## src/rtl/bcd_adjust.sv

```systemverilog
module bcd_adjust (
  input  logic       clk,
  input  logic       rst_n,
  input  logic       in_valid,
  input  logic [7:0] acc_in,
  input  logic       aux_cy_in,
  input  logic       cy_in,
  output logic       out_valid,
  output logic [7:0] res,
  output logic       cy_out,
  output logic       zero,
  output logic       sign,
  output logic       parity
);
  logic       lo_fix;
  logic       hi_fix;
  logic [7:0] corr;
  logic [7:0] adj;

  assign lo_fix = aux_cy_in | (acc_in[3:0] > 4'd9);
  assign hi_fix = cy_in | (acc_in[7:4] > 4'd9) |
                  ((acc_in[7:4] == 4'd9) & (acc_in[3:0] > 4'd9));
  assign corr   = {1'b0, hi_fix, hi_fix, 1'b0, 1'b0, lo_fix, lo_fix, 1'b0};
  assign adj    = acc_in + corr;

  always_ff @(posedge clk) begin
    if (!rst_n) begin
      out_valid <= 1'b0;
      res       <= 8'h00;
      cy_out    <= 1'b0;
      zero      <= 1'b0;
      sign      <= 1'b0;
      parity    <= 1'b0;
    end else begin
      out_valid <= in_valid;
      if (in_valid) begin
        res    <= adj;
        cy_out <= hi_fix;
        zero   <= (adj == 8'h00);
        sign   <= adj[7];
        parity <= ~^adj;
      end
    end
  end
endmodule

```

## config.mk

```make
export PLATFORM = sky130hd
export DESIGN_NAME = bcd_adjust
export DESIGN_NICKNAME = d
export VERILOG_FILES = /design/src/rtl/bcd_adjust.sv
export SDC_FILE = /design/constraint.sdc
export NUM_CORES = 1
export LEC_CHECK = 0
export ABC_AREA = 1
export BUFFER_PORTS_ARGS = -buffer_cell sky130_fd_sc_hd__buf_2
export CAP_MARGIN = 20
export CORE_MARGIN = 5
export CORE_UTILIZATION = 46
export DETAILED_ROUTE_END_ITERATION = 10
export PLACE_DENSITY = 0.73
export SLEW_MARGIN = 0
export SYNTH_ARGS = -nofsm -noshare
export SYNTH_HDL_FRONTEND = slang
export SYNTH_SLANG_ARGS = --single-unit
```

## constraint.sdc

```tcl
create_clock -name clk -period 3.98 [get_ports clk]
set_input_delay 0.796 -clock clk [delete_from_list [all_inputs] [get_ports clk]]
set_output_delay 0.796 -clock clk [all_outputs]
set_load 0.02 [all_outputs]
```

Yosys cells after proc, flatten, opt, wreduce, memory -nomap -nowiden
Cells that the tools add are included. W data, S select, Z words.

Add/subtract/negate cells: 1. $lt $le $gt $ge: 2. Equality and inequality tests: 1. Bitwise gates (word level): 4. Reduce and logical (&&, ||, !) cells: 2.

Operators with widths (number): $add A8 B7 Y8 (1); $gt A4 B4 Y1 const B (2); $logic_not A8 Y1 (1); $reduce_xnor A8 Y1 (1); $eq A4 B4 Y1 const B (1); $or A1 B1 Y1 (3); $and A1 B1 Y1 (1).

Flip-flop bits (word level): 13. Bits of input ports: 13. Output and inout bits: 13. Logic and storage cells: 16.

Depth between registers and ports, before layout
Gate-level depths: netlist (run 1).

Word-level depth: 5. Mapped depth: 18. Mapped depth without buffers: 18.

Least setup slack after synthesis (run 1)
No wires, ideal clock.

Path kind: input to register. Start point: input acc_in[3]. End point: register parity. Library setup time: 0.115 ns. Arrival: 2.840 ns. Required time: 3.865 ns. Setup slack: 1.025 ns. Stages: 17. Path buffers: 0. Cell sequence: inv_1 nor2_1 nor2_1 inv_1 ha_1 inv_1 fa_1 nor2_2 nand2_1 nand2_1 nand2_1 and2_1 ha_1 xnor2_1 nor2_1 o21ai_0 inv_1.

Longest elaborated chain between the ends: 5. Elaborated cells on any way between the ends: 6. Classes of those cells: add/sub: 1; order compare: 1; bitwise: 3; reduce/logical: 1.

Ends and longest elaborated chain: start: declaration (RTL line 5) `input logic [7:0] acc_in,`; $gt A4 B4 Y1 (RTL line 20, 22); $and A1 B1 Y1 (RTL line 22) `((acc_in[7:4] == 4'd9) & (acc_in[3:0] > 4'd9));`; $or A1 B1 Y1 (RTL line 21) `assign hi_fix = cy_in | (acc_in[7:4] > 4'd9) |`; $add A8 B7 Y8 (*) (RTL line 24) `assign adj = acc_in + corr;`; $reduce_xnor A8 Y1 (*) (RTL line 41) `parity <= ~^adj;`; end signal: assignment (RTL line 41); end: declaration (RTL line 13) `output logic parity`.

Every way passes the cells marked *; elsewhere a longest branch is shown, timed or not. A chain may end at the register's enable or synchronous reset.

Final worst setup path (run 1)
Same ends and word-level chain as after synthesis.

==> results of run 1 <==
==> worst min-delay path, cell delays in order (launching register included) <==
cell and delay (ns):
dfxtp_1 0.33, o211ai_1 0.08, inv_1 0.05
==> through the flow <==
step           setup slack (ns)  instances
4_1_cts                   0.950        169
3_3_place_gp              0.729        166
6_report                  0.967        169
3_5_place_dp              0.667        166
5_1_grt                   0.674        169
2_1_floorplan              1.03        119
==> layout by cell type, fill, tap and decap left out <==
cell type	n
buf_2	25
nand2_1	23
inv_1	22
nor2_1	17
dfxtp_1	12
nand3_1	9
ha_1	8
o21ai_0	7
a21oi_1	6
xnor2_1	4
clkbuf_4	3
and2_1	2
nor2_2	1
nand2_2	1
xor2_2	1
o211ai_1	1
nand4_1	1
fa_1	1
==> flip-flops by register name (all words and copies together), names as in the netlist <==
register,flops
out_valid,1
res,8
cy_out,1
zero,1
parity,1
==> power groups by stage <==
stage                     Clock (W)  Combinational (W)  Sequential [W]
after global placement            0           0.000123        0.000139
after floorplan                   0          0.0000784        0.000154
final                     0.0000706           0.000125        0.000136
after global routing      0.0000771           0.000143        0.000138
after CTS                 0.0000722           0.000126        0.000136
after detailed placement          0           0.000126        0.000139
==> path summary, 6_finish.rpt <==
kind / start / to / slack (ns) / cells past startpoint
hold reg to reg: res[3] / res[3] / 0.49 / 2
setup reg to reg: res[1] / res[1] / 3.33 / 2
setup / recovery: acc_in[3] / parity / 0.97 / 18
hold / removal: res[3] / res[3] / 0.49 / 2
==> final cells by class <==
| class | count | area [sq um] | share of cell area, % |
|---|---|---|---|
| multi-input cells | 82 | 470 | 48.4 |
| repair buffers | 25 | 125 | 12.9 |
| inverters | 22 | 82.6 | 8.49 |
| well taps | 25 | 31.3 | 3.22 |
| clock buffers | 3 | 22.5 | 2.32 |
| flip-flops and latches | 12 | 240 | 24.7 |
==> cell families (layout without fill, tap and decap cells) <==
family	after synthesis	count (layout)
flops	12	12
fa+ha+maj	9	9
compound gates	14	14
simple gates	54	54
xor+xnor	5	5
buf+inv	25	50
==> Yosys cell counts (all sizes together) <==
cell type / n / area, sq um
xor2: 1 / 16.3
buf: 3 / 17.5
nand2: 24 / 92.6
fa: 1 / 20.0
nand3: 9 / 45.0
xnor2: 4 / 35.0
nand4: 1 / 6.26
dfxtp: 12 / 240
ha: 8 / 100
nor2: 18 / 70.1
o211ai: 1 / 7.51
and2: 2 / 12.5
o21ai: 7 / 35.0
a21oi: 6 / 30.0
inv: 22 / 82.6
==> routing by layer <==
| layer | wire length, um | track usage (%) | share of wire [%] |
|---|---|---|---|
| met1 | 684 | 15.7 | 44 |
| met2 | 749 | 21.3 | 48 |
| met5 | 0 | 0 | 0 |
| met3 | 129 | 0.860 | 8.3 |
| met4 | 0 | 6.55 | 0 |
==> results.md, run 1 <==
* Post-cts resize count at 0
* Die X at about 52 um
* Final clock skew at 0 ns
* Clock sinks at 12
* Largest family of logic cells by synthesized area: simple AND/OR/NAND/NOR gates
* Tot Pwr at between 0.0003 and 0.0004 W
* CP max stage delay at just over 0.4 ns
* Critical path's top delay family: adder cells
* Power Dens Cells at between 300 and 400 nW/um^2
* TritonCTS clock tree: done
* Count of cell types in the netlist at 18
* Min cycle time layout at between 3 and 4 ns
* CTS Root Cell: clkbuf_4
* Switching part of the total at between 30% and 40%
* Core area at approximately 1700 sq um
* # DRC at 0
* Crit. End Element: flop
* Detailed router's first-iteration violation count at 17
* Worst-Skew Late Latency at ~0.26 ns
* DP HPWL at 1.31 mm
* Die area at roughly 2700 sq um
* Die H at just over 50 um
* Vias in the first global route at around 690
* Routability cong. at between 0.8 and 0.9
* Via count at around 780
* Diodes inserted at 0
* Simple-gate area share of the yosys netlist at 27.9%
* Max VDD drop at 0.112 mV
* Setup bufs post-CTS at 0
* Critical path class: input port to flop
* Pre-antenna DRT Iters at 4
* Synth Cell Area at around 810 sq um
* Clk buf depth at 2
* Cell Chain, Critical Path: buf_2, inv_1, nor2_1, nor2_1, inv_1, ha_1, inv_1, fa_1, nor2_2, nand2_1, nand2_1, nand2_1, and2_1, ha_1, xnor2_1, nor2_1, o21ai_0, inv_1
* Routed wire length at approximately 1.6 mm
* DP Area at roughly 950 sq um
* Antenna Violating Nets Remaining at 0
* Rel. slew slack at a little under 80%
* Part of the Yosys area used for sequential elements at just under 30%
* Most common cell on crit path: inv_1
* Synth Instances at about 120
* Starting Density at 47.5%
* Pleak at 0.569 nW
* Clock network power share at 21.3%
* Final hold slack at a little under 0.5 ns
* Initial antenna violation count at 0
* # nets final at 168
* Fin util at 56.9%
* Synth Area in Adders at ~15%
* Setup violators final at 0
* Gr ovfl total at 0
* Setup TNS at 0 ns
* Mux contribution to synthesized area at 0%
* Final worst path period share at between 70% and 80%
* Total CTS buffers at 3
* XOR/XNOR Fraction of Synth Area at under 10%
* Port bufs at 25
* Register share of total power at 41.1%
* GRT Util Overall at between 10% and 20%
* Number of max-cap violations at 0
* Mean Syn Cell Area at ~6.8 sq um
* Fillers at about 170
* Design area at around 970 sq um
* Unrepaired setup endpoints after global routing: no
* Yosys warning total at 0
* Synth Area in Compound Gates at slightly below 9%
* Syn_nets at 141
* Row count at 15
* Final slew viol count at 0
* HP Class: flop to flop
* Vias per cell at approximately 4.6
* Largest net degree at the start of global routing at 23
* Critical Path RT at approximately 4.1 ns
* Status: completed
* CP max FO at 6
* Slew @ Worst Pin at between 0.3 and 0.4 ns
* Int Pwr at between 0.0002 and 0.00025 W
* Worst path slowest cell: fa_1
* Area Overhead vs Synth at 19.9%
* Combinational power share at between 30% and 40%
* Routed length per instance at ~9 um
* Fmax at roughly 0.33 GHz
* # IOs at 26
* Data arrival time of the worst path at 3.17 ns
* Layout cells sized above 1 at between 20% and 30%
* Crit path launch type: input port
* Final Hold Fails at 0
* Post-cts hold buffer count at 0
* CP Buf/Inv Count at 5
* Synthesized flop and latch total at 12
* Psw at approximately 0.00011 W
* # H-tree levels at 1
* Worst-path clk slew at ~0.070 ns
* First-pass GRT wire length at around 2.6 mm
(Power assumes the default switching activity.)
==> run 2, diff against run 1 <==
--- a/config.mk
+++ b/config.mk
@@ -9,7 +9,7 @@
 export BUFFER_PORTS_ARGS = -buffer_cell sky130_fd_sc_hd__buf_2
 export CAP_MARGIN = 20
 export CORE_MARGIN = 5
-export CORE_UTILIZATION = 46
+export CORE_UTILIZATION = 44
 export DETAILED_ROUTE_END_ITERATION = 10
 export PLACE_DENSITY = 0.73
 export SLEW_MARGIN = 0
==> constraint.sdc (replaced) <==
create_clock -name clk -period 2.6 [get_ports clk]
set_input_delay 0.52 -clock clk [delete_from_list [all_inputs] [get_ports clk]]
set_output_delay 0.52 -clock clk [all_outputs]
set_load 0.02 [all_outputs]
==> run 2 against run 1 <==
Net effect:
- clock power rose by 110%
- design area rose by 23%
- via count rose by 10%
- global-route usage rose by 0.84 points
- power rose by 83%
- largest power group is now combinational logic
- non-clock buffer count rose by 22
- register-to-register slack got worse by 1.4 ns
- final cell count rose by 14%
- count of clock-buffer cells in the layout rose by 1
- critical path type unchanged
==> results.md, run 2 (synthesis results as in run 1) <==
* CP max stage delay at roughly 0.34 ns
* # nets final at 190
* Crit path launch type: input port
* Fmax at 0.410 GHz
* Diodes inserted at 0
* Clock sinks at 12
* Critical Path RT at between 2 and 3 ns
* Area Overhead vs Synth at 47.2%
* Routability cong. at ~0.9
* Worst-path clk slew at 0.07 ns
* Worst-Skew Late Latency at around 0.27 ns
* Post-place setup slack at -0.196 ns
* Top reg by flops: res
* Status: completed
* Initial antenna violation count at 0
* Starting Density at 46.5%
* GRT Util Overall at 13.4%
* Power Dens Cells at slightly above 500 nW/um^2
* Most common cell on crit path: nand2_1
* Vias in the first global route at roughly 730
* CTS Root Cell: clkbuf_4
* Final hold slack at ~0.48 ns
* Core area at roughly 1700 sq um
* Most frequent cells in the layout: 25 x buf_2, 22 x inv_1, 22 x nand2_1, 22 x buf_4, 16 x nor2_1
* Pleak at 0.685 nW
* Total CTS buffers at 3
* Final WS setup at between 0.15 and 0.2 ns
* Rel. slew slack at between 70% and 80%
* # IOs at 26
* Clk buf depth at 2
* Layout cells sized above 1 at between 30 and 40%
* First-pass GRT wire length at ~2.9 mm
* Commonest non-fill, non-tap cell in the layout: buf_2
* Pre-antenna DRT Iters at 6
* Final Hold Fails at 0
* Final slew viol count at 0
* Gr ovfl total at 0
* Number of max-cap violations at 0
* Unrepaired setup endpoints after global routing: no
* Critical path class: input port to flop
* Via count at approximately 860
* Final worst path period share at about 94%
* Die area at roughly 2800 sq um
* Die H at around 53 um
* # DRC at 0
* HP Class: flop to flop
* Largest register FFs at 8
* Die X at ~53 um
* Setup violators final at 0
* Worst path slowest cell: ha_1
* Cell Chain, Critical Path: buf_2, nor2_1, nor2_2, buf_4, nand3_1, nand2_1, ha_1, a21oi_1, nand2_1, nand2_1, and2_1, ha_4, xnor2_2, nand2_1, nand2_1, o21ai_1, inv_1
* Slew @ Worst Pin at 0.326 ns
* Crit. End Element: flop
* Port bufs at 25
* # H-tree levels at 1
* Row count at 15
* TritonCTS clock tree: done
* Min cycle time layout at between 2 and 2.5 ns
* Detailed router's first-iteration violation count at 15
* Antenna Violating Nets Remaining at 0
* Vias per cell at roughly 4.5
* DP HPWL at around 1.4 mm
* Routed length per instance at just over 9 um
* Data arrival time of the worst path at roughly 2.6 ns
* Final clock skew at 0 ns
* Max VDD drop at between 0.2 and 0.25 mV
* Routed wire length at approximately 1.7 mm
* Largest net degree at the start of global routing at 23
* CP max FO at 4
-- run 2: worst paths after layout --
check	start	endpoint	slack, ns	cells after the start
max	acc_in[2]	parity	0.16	17
min	res[3]	res[3]	0.48	2
max reg2reg	res[7]	res[7]	1.96	4
min reg2reg	res[3]	res[3]	0.48	2
-- run 2: power by group --
group | switching [W] | internal (W)
combinational | 0.000130 | 0.000122
clock | 0.0000604 | 0.0000852
sequential | 0.00000711 | 0.000201
total | 0.000197 | 0.000408
-- run 2: through the flow --
step | utilization, % | cell area [sq um] | TNS [ns] | power (W) | cells
3_3_place_gp | 64.0 | 1120 | -0.113 | 0.000435 | 188
5_1_grt | 68.4 | 1190 | 0 | 0.000650 | 192
3_5_place_dp | 64.0 | 1120 | -0.196 | 0.000442 | 188
6_report | 68.4 | 1190 | 0 | 0.000606 | 192
4_1_cts | 66.1 | 1150 | 0 | 0.000589 | 192
2_1_floorplan | - | 813 | 0 | 0.000356 | 119
-- run 2: area by class of cell --
cell class	instances	area, sq um
Clock buffer	4	36.3
Fill cell	158	552
Inverter	22	82.6
Multi-Input combinational cell	82	513
Sequential cell	12	240
Tap cell	25	31.3
Timing Repair Buffer	47	290
-- run 2: critical path: cells and delay by family --
kind,cells,cell delay [ns]
XOR/XNOR,1,0.13
adder cells (fa/ha/maj),2,0.55
AO/OA/AOI/OAI,2,0.33
AND/OR/NAND/NOR,9,0.80
buffers and inverters,3,0.27
-- run 2: layer usage --
layer  track usage [%]  vias to the layer above  wire [um]
met5                 0                        -          0
met4              6.38                        0          0
met3             0.845                        0        118
met2              22.1                       30        860
met1              17.6                      362        767
li1                  -                      464          -
-- run 2: repair_timing --
action                                  CTS  global route
hold buffers                              0             0
endpoints found under the setup margin    0             1
buffers inserted                          0             0
gates resized for setup                   0             7
==> run 3, diff against run 2 <==
--- a/config.mk
+++ b/config.mk
@@ -9,7 +9,7 @@
 export BUFFER_PORTS_ARGS = -buffer_cell sky130_fd_sc_hd__buf_2
 export CAP_MARGIN = 20
 export CORE_MARGIN = 5
-export CORE_UTILIZATION = 44
+export CORE_UTILIZATION = 46
 export DETAILED_ROUTE_END_ITERATION = 10
 export PLACE_DENSITY = 0.73
 export SLEW_MARGIN = 0
==> constraint.sdc (replaced) <==
create_clock -name clk -period 3.07 [get_ports clk]
set_input_delay 0.614 -clock clk [delete_from_list [all_inputs] [get_ports clk]]
set_output_delay 0.614 -clock clk [all_outputs]
set_load 0.02 [all_outputs]
==> run 3 against run 2 <==
Net effect:
- die area shrank 3.5%
- utilization down 9.7 points
- largest cell class unchanged
- design area is 16% lower
- via count fell by 7.8%
- count of clock-buffer cells in the layout is 1 lower
- non-clock buffer count down 18
- flip-flop and latch count unchanged
- register-to-register slack better by 0.45 ns
- sequential power down 15%
- hold slack better by 0.0046 ns
- first-iteration DRC count rose by 33%
- final cell count fell by 9.9%
==> results.md, run 3 (synthesis results as in run 1) <==
* Combinational power share at a little under two fifths
* Setup TNS at 0 ns
* Clock sinks at 12
* Min cycle time layout at roughly 2.8 ns
* Setup bufs post-CTS at 0
* CP max stage delay at 0.39 ns
* Top reg by flops: res
* Vias per cell at about 4.6
* Vias in the first global route at a little over 700
* Detailed router's first-iteration violation count at 20
* Post-cts hold buffer count at 0
* Routability cong. at 0.861
* Worst-Skew Late Latency at 0.26 ns
* Routed length per instance at 9.57 um
* R2R Path Start: res[2]
* Die H at between 50 and 60 um
* Flop-to-flop setup slack at ~2.4 ns
* # nets final at approximately 170
* Status: completed
* Most common cell on crit path: inv_1
* Die X at ~52 um
* CP Buf/Inv Count at 5
* Layout cells sized above 1 at between 20% and 30%
* Post-cts resize count at 0
* Inst Count DP at 170
* Initial antenna violation count at 0
* Clk buf depth at 2
* Register share of total power at between 40% and 50%
* CP max FO at 6
* Critical Path RT at about 3.2 ns
* Core area at roughly 1700 sq um
* Fin util at around 59%
* Port bufs at 25
* # H-tree levels at 1
* TritonCTS clock tree: done
* Crit path launch type: input port
* Final clock skew at 0 ns
* Gr ovfl total at 0
* Largest register FFs at 8
* # IOs at 26
* Non-Filler Instances at 173
* Final worst path period share at 90.0%
* Final Hold Fails at 0
* Worst path slowest cell: fa_1
* Hold_sp: res[3]
* Slew @ Worst Pin at 0.331 ns
* Int Pwr at around 0.00029 W
* Switching part of the total at approximately a third
* Fmax at around 0.36 GHz
* DP Area at 980 sq um
* Worst Reg2Reg Path Length in Cells at 2
* Hold Path End: res[3]
* Psw at around 0.00015 W
* Cell Chain, Critical Path: buf_2, inv_1, nor2_1, nor2_1, inv_1, ha_1, inv_1, fa_1, nor2_2, nand2_1, nand2_1, nand2_1, and2_1, ha_1, xnor2_1, nor2_1, o21ai_0, inv_1
* Final slew viol count at 0
* Design area at between 1000 and 1500 sq um
* First-pass GRT wire length at ~2.7 mm
* Max VDD drop at about 0.14 mV
* Via count at roughly 790
* Pre-antenna DRT Iters at 4
* Pleak at roughly 0.6 nW
* Critical path's top delay family: adder cells
* Number of max-cap violations at 0
* Antenna Violating Nets Remaining at 0
* Crit. End Element: flop
* Area Overhead vs Synth at 23.6%
* Starting Density at between 40% and 50%
* Unrepaired setup endpoints after global routing: no
* Rel. slew slack at 77.9%
* Die area at about 2700 sq um
* Hold Path Stages at 2
* Power Dens Cells at ~440 nW/um^2
* Total CTS buffers at 3
* # DRC at 0
* RR Endpoint: res[2]
* Setup violators final at 0
* Diodes inserted at 0
* Most frequent cells in the layout: 25 x buf_2, 23 x nand2_1, 22 x inv_1, 17 x nor2_1, 12 x dfxtp_1
* Critical path class: input port to flop
* Commonest non-fill, non-tap cell in the layout: buf_2
* Clock network power share at 21.2%
* Row count at 15
* CTS Root Cell: clkbuf_4
* HP Class: flop to flop
* GRT Util Overall at between 10% and 20%
* DP HPWL at around 1.4 mm
* Data arrival time of the worst path at 2.92 ns
* Worst-path clk slew at roughly 0.07 ns
* Routed wire length at between 1.5 and 2 mm
* Largest net degree at the start of global routing at 23
-- run 3: final cells by class --
type,count,area [sq um]
well taps,25,31.3
inverters,22,82.6
fillers,165,706
multi-input cells,82,470
flip-flops and latches,12,240
repair buffers,29,155
clock buffers,3,22.5
-- run 3: per-stage QoR --
| stage | power (W) | setup WS, ns | hold WS, ns |
|---|---|---|---|
| 6_report | 0.000436 | 0.307 | 0.489 |
| 4_1_cts | 0.000440 | 0.289 | 0.498 |
| 2_1_floorplan | 0.000301 | 0.297 | 0.592 |
| 3_5_place_dp | 0.000349 | 0.00485 | 0.481 |
| 3_3_place_gp | 0.000344 | 0.109 | 0.459 |
| 5_1_grt | 0.000467 | 0.110 | 0.526 |
-- run 3: worst max path at each step --
stage	to	startpoint	slack (ns)	cells past startpoint
finish	parity	acc_in[3]	0.31	18
global route	parity	acc_in[3]	0.11	18
CTS	parity	acc_in[3]	0.29	18
detailed placement	parity	acc_in[3]	0.005	18
global placement	parity	acc_in[3]	0.11	18
floorplan	parity	acc_in[3]	0.30	17
-- run 3: worst register-to-register path: stages, from the launching register on --
cell	delay, ns
dfxtp_1	0.31
o21ai_0	0.17
a21oi_1	0.06
-- run 3: routing by layer --
layer  vias up  global-route usage [%]  routed length [um]
li1        429                       -                   -
met1       325                    15.2                 749
met3         6                    1.15                 103
met5         -                       0                   0
met4         0                    6.99                  48
met2        29                    23.0                 755
-- run 3: power by group through the flow --
stage / logic (W) / registers (W) / clock network, W
global placement: 0.000164 / 0.000180 / 0
CTS: 0.000169 / 0.000177 / 0.0000943
global route: 0.000188 / 0.000178 / 0.000101
floorplan: 0.000102 / 0.000199 / 0
finish: 0.000167 / 0.000177 / 0.0000926
detailed placement: 0.000168 / 0.000180 / 0
